--- config.mk ---
export PLATFORM = sky130hd
export DESIGN_NAME = tpll_i2c_ctrl
export DESIGN_NICKNAME = d
export VERILOG_FILES = /design/src/rtl/tpll_pkg.sv /design/src/rtl/tpll_line_filter.sv /design/src/rtl/tpll_bus_cond.sv /design/src/rtl/tpll_link_fsm.sv /design/src/rtl/tpll_regbank.sv /design/src/rtl/tpll_i2c_ctrl.sv
export SDC_FILE = /design/constraint.sdc
export NUM_CORES = 1
export LEC_CHECK = 0
export CAP_MARGIN = 40
export CORE_MARGIN = 2
export CORE_UTILIZATION = 54
export CTS_CLUSTER_DIAMETER = 60
export CTS_CLUSTER_SIZE = 20
export DETAILED_ROUTE_END_ITERATION = 8
export PLACE_DENSITY_LB_ADDON = 0.05
export SYNTH_ARGS = -nofsm -noshare
export SYNTH_HDL_FRONTEND = slang
export SYNTH_SLANG_ARGS = --single-unit
export TNS_END_PERCENT = 10
--- constraint.sdc ---
create_clock -name clk -period 2.39 [get_ports clk]
set_clock_uncertainty 0.1 [all_clocks]
set_input_delay 0.5975 -clock clk [delete_from_list [all_inputs] [get_ports clk]]
set_output_delay 0.5975 -clock clk [all_outputs]
set_load 0.02 [all_outputs]
--- src/rtl/tpll_pkg.sv ---
package tpll_pkg;

    typedef enum logic [2:0] {
        ST_IDLE,
        ST_ADDR,
        ST_ADDR_ACK,
        ST_WR_BYTE,
        ST_WR_ACK,
        ST_RD_BYTE,
        ST_RD_ACK,
        ST_IGNORE
    } link_state_t;

    localparam int          BYTE_BITS = 8;
    localparam int          ADC_W     = 3;
    localparam int          TEST_LSB  = 3;
    localparam int          TEST_W    = 3;
    localparam logic [2:0]  AUX_CODE  = 3'b011;

    function automatic logic [7:0] make_status(input logic por,
                                               input logic lock,
                                               input logic [ADC_W-1:0] adc);
        return {por, lock, 3'b000, adc};
    endfunction

endpackage

--- src/rtl/tpll_line_filter.sv ---
module tpll_line_filter #(
    parameter int FILT_LEN    = 4,
    parameter int SYNC_STAGES = 2
) (
    input  logic clk,
    input  logic rst_n,
    input  logic raw_i,
    output logic clean_o
);
    localparam int CW = $clog2(FILT_LEN + 1);

    logic [SYNC_STAGES-1:0] sync_q;
    logic [CW-1:0]          run_q;
    logic                   clean_q;
    logic                   synced;

    assign synced  = sync_q[SYNC_STAGES-1];
    assign clean_o = clean_q;

    always_ff @(posedge clk or negedge rst_n) begin
        if (!rst_n) begin
            sync_q <= '1;
        end else begin
            sync_q <= {sync_q[SYNC_STAGES-2:0], raw_i};
        end
    end

    always_ff @(posedge clk or negedge rst_n) begin
        if (!rst_n) begin
            clean_q <= 1'b1;
            run_q   <= '0;
        end else if (synced == clean_q) begin
            run_q <= '0;
        end else if (run_q == CW'(FILT_LEN - 1)) begin
            clean_q <= synced;
            run_q   <= '0;
        end else begin
            run_q <= run_q + 1'b1;
        end
    end


    glitch_reject_chk: assert property (@(posedge clk) disable iff (!rst_n)
        (synced == clean_q) |=> $stable(clean_q));

endmodule

--- src/rtl/tpll_bus_cond.sv ---
module tpll_bus_cond (
    input  logic clk,
    input  logic rst_n,
    input  logic scl_f_i,
    input  logic sda_f_i,
    output logic start_o,
    output logic stop_o,
    output logic rise_o,
    output logic fall_o
);
    logic scl_q;
    logic sda_q;

    always_ff @(posedge clk or negedge rst_n) begin
        if (!rst_n) begin
            scl_q <= 1'b1;
            sda_q <= 1'b1;
        end else begin
            scl_q <= scl_f_i;
            sda_q <= sda_f_i;
        end
    end

    assign start_o = scl_f_i & scl_q & sda_q & ~sda_f_i;
    assign stop_o  = scl_f_i & scl_q & ~sda_q & sda_f_i;
    assign rise_o  = scl_f_i & ~scl_q;
    assign fall_o  = ~scl_f_i & scl_q;

endmodule

--- src/rtl/tpll_link_fsm.sv ---
module tpll_link_fsm
    import tpll_pkg::*;
#(
    parameter int                   STRAP_W = 2,
    parameter logic [6-STRAP_W:0]   ADDR_HI = 5'b11000
) (
    input  logic               clk,
    input  logic               rst_n,
    input  logic               start_i,
    input  logic               stop_i,
    input  logic               rise_i,
    input  logic               fall_i,
    input  logic               sda_i,
    input  logic [STRAP_W-1:0] addr_sel_i,
    input  logic [7:0]         status_i,
    output logic               sda_oe_o,
    output logic               wr_stb_o,
    output logic [7:0]         wr_byte_o,
    output logic               pair_clr_o,
    output logic               rd_end_o
);
    localparam int CNT_W = $clog2(BYTE_BITS + 1);

    link_state_t state_q, state_d;
    logic [7:0]       sr_q;
    logic [7:0]       tx_q;
    logic [CNT_W-1:0] cnt_q;
    logic             mack_q;
    logic             rd_phase_q;
    logic [6:0]       own_addr;
    logic             byte_done;

    assign own_addr  = {ADDR_HI, addr_sel_i};
    assign byte_done = fall_i && (cnt_q == CNT_W'(BYTE_BITS));

    // next state
    always_comb begin
        state_d = state_q;
        if (start_i) begin
            state_d = ST_ADDR;
        end else if (stop_i) begin
            state_d = ST_IDLE;
        end else begin
            unique case (state_q)
                ST_IDLE:     state_d = ST_IDLE;
                ST_ADDR:     if (byte_done)
                                 state_d = (sr_q[7:1] == own_addr) ? ST_ADDR_ACK : ST_IGNORE;
                ST_ADDR_ACK: if (fall_i)
                                 state_d = sr_q[0] ? ST_RD_BYTE : ST_WR_BYTE;
                ST_WR_BYTE:  if (byte_done) state_d = ST_WR_ACK;
                ST_WR_ACK:   if (fall_i) state_d = ST_WR_BYTE;
                ST_RD_BYTE:  if (fall_i && cnt_q == CNT_W'(BYTE_BITS - 1))
                                 state_d = ST_RD_ACK;
                ST_RD_ACK:   if (fall_i) state_d = mack_q ? ST_RD_BYTE : ST_IGNORE;
                ST_IGNORE:   state_d = ST_IGNORE;
                default:     state_d = ST_IDLE;
            endcase
        end
    end

    // state register
    always_ff @(posedge clk or negedge rst_n) begin
        if (!rst_n) state_q <= ST_IDLE;
        else        state_q <= state_d;
    end

    // shift and count datapath
    always_ff @(posedge clk or negedge rst_n) begin
        if (!rst_n) begin
            sr_q       <= '0;
            tx_q       <= '0;
            cnt_q      <= '0;
            mack_q     <= 1'b0;
            rd_phase_q <= 1'b0;
        end else if (start_i || stop_i) begin
            cnt_q      <= '0;
            rd_phase_q <= 1'b0;
        end else begin
            unique case (state_q)
                ST_ADDR, ST_WR_BYTE: begin
                    if (rise_i) begin
                        sr_q  <= {sr_q[6:0], sda_i};
                        cnt_q <= cnt_q + 1'b1;
                    end
                end
                ST_ADDR_ACK: begin
                    if (fall_i) begin
                        cnt_q <= '0;
                        if (sr_q[0]) begin
                            tx_q       <= status_i;
                            rd_phase_q <= 1'b1;
                        end
                    end
                end
                ST_WR_ACK: begin
                    if (fall_i) cnt_q <= '0;
                end
                ST_RD_BYTE: begin
                    if (fall_i) begin
                        tx_q  <= {tx_q[6:0], 1'b1};
                        cnt_q <= cnt_q + 1'b1;
                    end
                end
                ST_RD_ACK: begin
                    if (rise_i) mack_q <= ~sda_i;
                    if (fall_i && mack_q) begin
                        tx_q  <= status_i;
                        cnt_q <= '0;
                    end
                end
                default: ;
            endcase
        end
    end

    // outputs
    always_comb begin
        sda_oe_o = 1'b0;
        unique case (state_q)
            ST_ADDR_ACK, ST_WR_ACK: sda_oe_o = 1'b1;
            ST_RD_BYTE:             sda_oe_o = ~tx_q[7];
            default:                sda_oe_o = 1'b0;
        endcase
        wr_stb_o   = (state_q == ST_WR_ACK) && fall_i;
        wr_byte_o  = sr_q;
        pair_clr_o = start_i || stop_i;
        rd_end_o   = (start_i || stop_i) && rd_phase_q;
    end


    start_addr_chk: assert property (@(posedge clk) disable iff (!rst_n)
        start_i |=> (state_q == ST_ADDR));


    nack_release_chk: assert property (@(posedge clk) disable iff (!rst_n)
        (state_q == ST_RD_ACK && fall_i && !mack_q && !start_i && !stop_i) |=> !sda_oe_o);

endmodule

--- src/rtl/tpll_regbank.sv ---
module tpll_regbank
    import tpll_pkg::*;
#(
    parameter int DIV_W = 15
) (
    input  logic             clk,
    input  logic             rst_n,
    input  logic             wr_stb_i,
    input  logic [7:0]       wr_byte_i,
    input  logic             pair_clr_i,
    input  logic             rd_end_i,
    input  logic             supply_low_i,
    input  logic             lock_i,
    input  logic [ADC_W-1:0] adc_i,
    output logic [DIV_W-1:0] div_o,
    output logic [7:0]       ctrl_o,
    output logic [7:0]       band_o,
    output logic [7:0]       aux_o,
    output logic [7:0]       status_o
);
    localparam int DIV_HI_W = DIV_W - 8;

    logic             half_q;
    logic [7:0]       first_q;
    logic [DIV_W-1:0] div_q;
    logic [7:0]       ctrl_q, band_q, aux_q;
    logic             por_q;
    logic             to_aux;

    assign to_aux = (first_q[TEST_LSB +: TEST_W] == AUX_CODE);

    always_ff @(posedge clk or negedge rst_n) begin
        if (!rst_n) begin
            half_q  <= 1'b0;
            first_q <= '0;
            div_q   <= '0;
            ctrl_q  <= '0;
            band_q  <= '0;
            aux_q   <= '0;
        end else if (pair_clr_i) begin
            half_q <= 1'b0;
        end else if (wr_stb_i) begin
            if (!half_q) begin
                first_q <= wr_byte_i;
                half_q  <= 1'b1;
            end else begin
                half_q <= 1'b0;
                if (!first_q[7]) begin
                    div_q <= {first_q[DIV_HI_W-1:0], wr_byte_i};
                end else begin
                    ctrl_q <= first_q;
                    if (to_aux) aux_q  <= wr_byte_i;
                    else        band_q <= wr_byte_i;
                end
            end
        end
    end

    always_ff @(posedge clk or negedge rst_n) begin
        if (!rst_n)            por_q <= 1'b1;
        else if (supply_low_i) por_q <= 1'b1;
        else if (rd_end_i)     por_q <= 1'b0;
    end

    assign div_o    = div_q;
    assign ctrl_o   = ctrl_q;
    assign band_o   = band_q;
    assign aux_o    = aux_q;
    assign status_o = make_status(por_q, lock_i, adc_i);


    div_commit_chk: assert property (@(posedge clk) disable iff (!rst_n)
        !$stable(div_q) |-> $past(wr_stb_i && half_q && !pair_clr_i));


    por_set_chk: assert property (@(posedge clk) disable iff (!rst_n)
        supply_low_i |=> por_q);


    por_clear_chk: assert property (@(posedge clk) disable iff (!rst_n)
        (rd_end_i && !supply_low_i) |=> !por_q);

endmodule

--- src/rtl/tpll_i2c_ctrl.sv ---
module tpll_i2c_ctrl
    import tpll_pkg::*;
#(
    parameter int                   FILT_LEN = 4,
    parameter int                   STRAP_W  = 2,
    parameter logic [6-STRAP_W:0]   ADDR_HI  = 5'b11000,
    parameter int                   DIV_W    = 15
) (
    input  logic               clk,
    input  logic               rst_n,
    input  logic               scl_i,
    input  logic               sda_i,
    input  logic [STRAP_W-1:0] addr_sel_i,
    input  logic [ADC_W-1:0]   adc_i,
    input  logic               lock_i,
    input  logic               supply_low_i,
    output logic               sda_oe_o,
    output logic [DIV_W-1:0]   div_o,
    output logic [7:0]         ctrl_o,
    output logic [7:0]         band_o,
    output logic [7:0]         aux_o
);
    localparam int N_LINES = 2;

    logic [N_LINES-1:0] raw_lines;
    logic [N_LINES-1:0] clean_lines;
    logic scl_f, sda_f;
    logic start_p, stop_p, rise_p, fall_p;
    logic wr_stb, pair_clr, rd_end;
    logic [7:0] wr_byte, status;

    assign raw_lines = {sda_i, scl_i};
    assign scl_f     = clean_lines[0];
    assign sda_f     = clean_lines[1];

    for (genvar g = 0; g < N_LINES; g++) begin : g_line
        tpll_line_filter #(.FILT_LEN(FILT_LEN)) u_filt (
            .clk     (clk),
            .rst_n   (rst_n),
            .raw_i   (raw_lines[g]),
            .clean_o (clean_lines[g])
        );
    end

    tpll_bus_cond u_cond (
        .clk     (clk),
        .rst_n   (rst_n),
        .scl_f_i (scl_f),
        .sda_f_i (sda_f),
        .start_o (start_p),
        .stop_o  (stop_p),
        .rise_o  (rise_p),
        .fall_o  (fall_p)
    );

    tpll_link_fsm #(.STRAP_W(STRAP_W), .ADDR_HI(ADDR_HI)) u_fsm (
        .clk        (clk),
        .rst_n      (rst_n),
        .start_i    (start_p),
        .stop_i     (stop_p),
        .rise_i     (rise_p),
        .fall_i     (fall_p),
        .sda_i      (sda_f),
        .addr_sel_i (addr_sel_i),
        .status_i   (status),
        .sda_oe_o   (sda_oe_o),
        .wr_stb_o   (wr_stb),
        .wr_byte_o  (wr_byte),
        .pair_clr_o (pair_clr),
        .rd_end_o   (rd_end)
    );

    tpll_regbank #(.DIV_W(DIV_W)) u_regs (
        .clk          (clk),
        .rst_n        (rst_n),
        .wr_stb_i     (wr_stb),
        .wr_byte_i    (wr_byte),
        .pair_clr_i   (pair_clr),
        .rd_end_i     (rd_end),
        .supply_low_i (supply_low_i),
        .lock_i       (lock_i),
        .adc_i        (adc_i),
        .div_o        (div_o),
        .ctrl_o       (ctrl_o),
        .band_o       (band_o),
        .aux_o        (aux_o),
        .status_o     (status)
    );


    oe_hold_chk: assert property (@(posedge clk) disable iff (!rst_n)
        (scl_f && $past(scl_f)) |-> $stable(sda_oe_o));


    always @(negedge clk) begin
        if (!rst_n) begin
            rst_oe_chk: assert (!sda_oe_o);
        end
    end

endmodule

==> metrics.md <==
| Metric | Value |
|---|---|
| Outcome | finished, final reports clean |
| Yosys top cell by area | dfrtp_1 |
| Crit end category | output port |
| Half-perimeter wire length after placement | 4.76 mm |
| CTS tree | yes |
| FFs w/ async S/R, synth | 1.00 |
| Inserted Clock Buffers | 9 |
| Nets | 358 |
| Critical path class | reg2out |
| DR vias | 2,368 |
| Most frequent cell after synthesis | dfrtp_1 |
| Tmin final | 2.22 ns |
| GR Overflow Total | 0 |
| Initial Util | 0.554 |
| Max VDD drop | 575 uV |
| Final Instance Area | 4570 sq um |
| Post-route setup slack | 0.174 ns |
| Worst-path clk slew | 0.09 ns |
| Drt first pass iters | 4 |
| Startpoint Class | flip-flop |
| FF+latch count, synth | 88 |
| Synth warn | 0 |
| Post-Syn Nets | 294 |
| Die ar. | 7570 sq um |
| Final period util | 0.927 |
| Final Slew Violations | 0 |
| IO Port Bufs | 50 |
| Post-Syn Area per Cell | 13.3 sq um |
| Core ar. | 6720 sq um |
| Diode count | 0 |
| Post-DR wirelength/cell | 15.9 um |
| Vias per cell | 5.53 |
| Synth top area cells | dfrtp_1 (53%), mux2_2 (17%), dfstp_2 (6.4%) |
| Final Util | 0.681 |
| CTS Root Cell | clkbuf_8 |
| Synth unique cells | 45 |
| RSZ-0062 raised after global routing | false |
| Post-CTS Setup Bufs | 0 |
| Post-synthesis sequential area ratio | 0.595 |
| Total of max-cap violations | 0 |
| Die W | 87.0 um |
| Cell count after synthesis | 279 |
| Share of cells above drive strength 1 | 0.310 |
| CTS Hold Bufs | 0 |
| Area grow syn2layout | 22.9% |
| Final WL | 6.80 mm |
| Share of the synthesized area in the top cell type | 0.531 |
| Post-place setup slack | 0.196 ns |
| Slew headroom | 0.625 |
| Hold Vio Cnt, Final | 0 |
| Filler cells | 523 |
| Longest Clk Path Bufs | 2 |
| Iteration-0 DRC Markers | 95 |
| Final setup vio count | 0 |
| Setup TNS | 0 ns |
| Global-route wire length before repair | 11.5 mm |
| RePlAce Congestion | 0.845 |
| DRT antenna net count | 0 |
| Post-synth top cells | dfrtp_1 (79), mux2_2 (55), nand2_1 (20) |
| Worst skew pair latency | 0.34 ns |
| FMAX | 451 MHz |
| P_leak | 0.00212 uW |
| Reg2Reg Depth | 6 |
| Site Rows | 30 |
| Drt drc | 0 |
| FF-to-FF setup slack | 0.17 ns |
| Hold slack | 0.119 ns |
| Slew @ Worst Pin | 0.562 ns |
| Gr usage total | 0.196 |
| Initial antenna violation count | 0 |
| Arrival time worst endpoint | 1.52 ns |
| Die height | 87.0 um |
| DP Area | 4380 sq um |
| Dominant synthesized flop cell | dfrtp_1 |
| Largest net degree at the start of global routing | 42 |
| Worst EP required | 1.69 ns |
| Ports | 51 |
| PD cells | 951 nW/um^2 |
| Worst hold path class | in2async |
| Post-synth EDFFs | 0 |
| Cell Area, Synth | 3720 sq um |
| Clk sinks | 88 |
| Vias in the first global route | 2,369 |
| H-tree Lvls | 3 |
| CP Max Fanout | 4 |
[layout by cell type (no fill, tap or decap), drive strengths merged, types with 6 or more instances in the layout]
| cell type | count |
|---|---|
| inv | 6 |
| nor3b | 6 |
| clkdlybuf4s50 | 48 |
| nor2 | 8 |
| dfstp | 9 |
| dfrtp | 79 |
| mux2 | 56 |
| nand2 | 20 |
| a21oi | 11 |
| o21ai | 16 |
| clkbuf | 11 |
| buf | 15 |
[area by class of cell]
type | instances | area (sq um) | area share
Sequential cell | 88 | 2210 | 0.484
Multi-Input combinational cell | 175 | 1430 | 0.314
Timing Repair Buffer | 64 | 614 | 0.134
Clock buffer | 11 | 151 | 0.0331
Tap cell | 80 | 100 | 0.0219
Clock inverter | 5 | 40.0 | 0.00876
Inverter | 5 | 18.8 | 0.00410
[kinds of logic (layout without fill, tap and decap cells)]
family	count (synthesis)	in the layout	synth area share
flops	88	88	0.595
simple gates	67	67	0.113
mux	61	61	0.183
compound gates	37	37	0.0619
buf+inv	16	85	0.0198
xor+xnor	6	6	0.0141
fa+ha+maj	4	4	0.0135
[sequential cells by signal, summed over array words and instances, names as in the netlist]
| name | cells |
|---|---|
| u_regs.first_q | 8 |
| u_regs.half_q | 1 |
| u_regs.por_q | 1 |
| u_fsm.state_q | 3 |
| u_regs.div_o | 15 |
| u_regs.band_o | 8 |
| g_line.u_filt.run_q | 6 |
| u_cond.sda_q | 1 |
| u_fsm.wr_byte_o | 8 |
| u_regs.ctrl_o | 8 |
| u_fsm.mack_q | 1 |
| u_regs.aux_o | 8 |
| u_fsm.cnt_q | 4 |
| u_fsm.rd_phase_q | 1 |
| u_cond.scl_q | 1 |
| u_fsm.tx_q | 8 |
| g_line.u_filt.sync_q | 4 |
| g_line.u_filt.clean_o | 2 |
[where the power goes]
part / switching, uW / internal (uW)
logic: 598 / 587
registers: 382 / 1820
clock network: 519 / 440
[metrics by stage]
stage	total power, uW	instances
2_1_floorplan	3020	279
3_3_place_gp	3370	412
3_5_place_dp	3430	412
4_1_cts	4390	428
5_1_grt	4640	428
6_report	4350	428
[what timing repair did]
action                                  in CTS  in global routing
hold endpoints to repair                     0                  0
endpoints found under the setup margin       1                  0
resized for setup                            2                  0
[layer usage]
layer  GRT usage  part of all wire  up-vias
met5           0                 0        -
met3      0.0379             0.040       14
met4      0.0852             0.016        0
met2       0.296              0.47       59
li1            -                 -     1117
met1       0.276              0.47     1178
[final timing paths]
| path | from | end |
|---|---|---|
| worst max-delay path | u_fsm.state_q[0] | sda_oe_o |
| worst min-delay path | rst_n | u_fsm.tx_q[4] |
| max in group asynchronous | rst_n | g_line[0].u_filt.sync_q[1] |
| worst min register to register | g_line[0].u_filt.sync_q[0] | g_line[0].u_filt.sync_q[1] |
| worst max register to register | u_cond.scl_q | u_regs.aux_o[2] |
| min in group clk | g_line[0].u_filt.sync_q[0] | g_line[0].u_filt.sync_q[1] |
[critical path, cell delays in order, from the launching register on]
cell           delay [ns]
dfrtp_1              0.45
nand2b_1             0.20
o21ai_0              0.18
dlygate4sd2_1        0.35
Note: power is estimated with default switching activity, not from simulation.
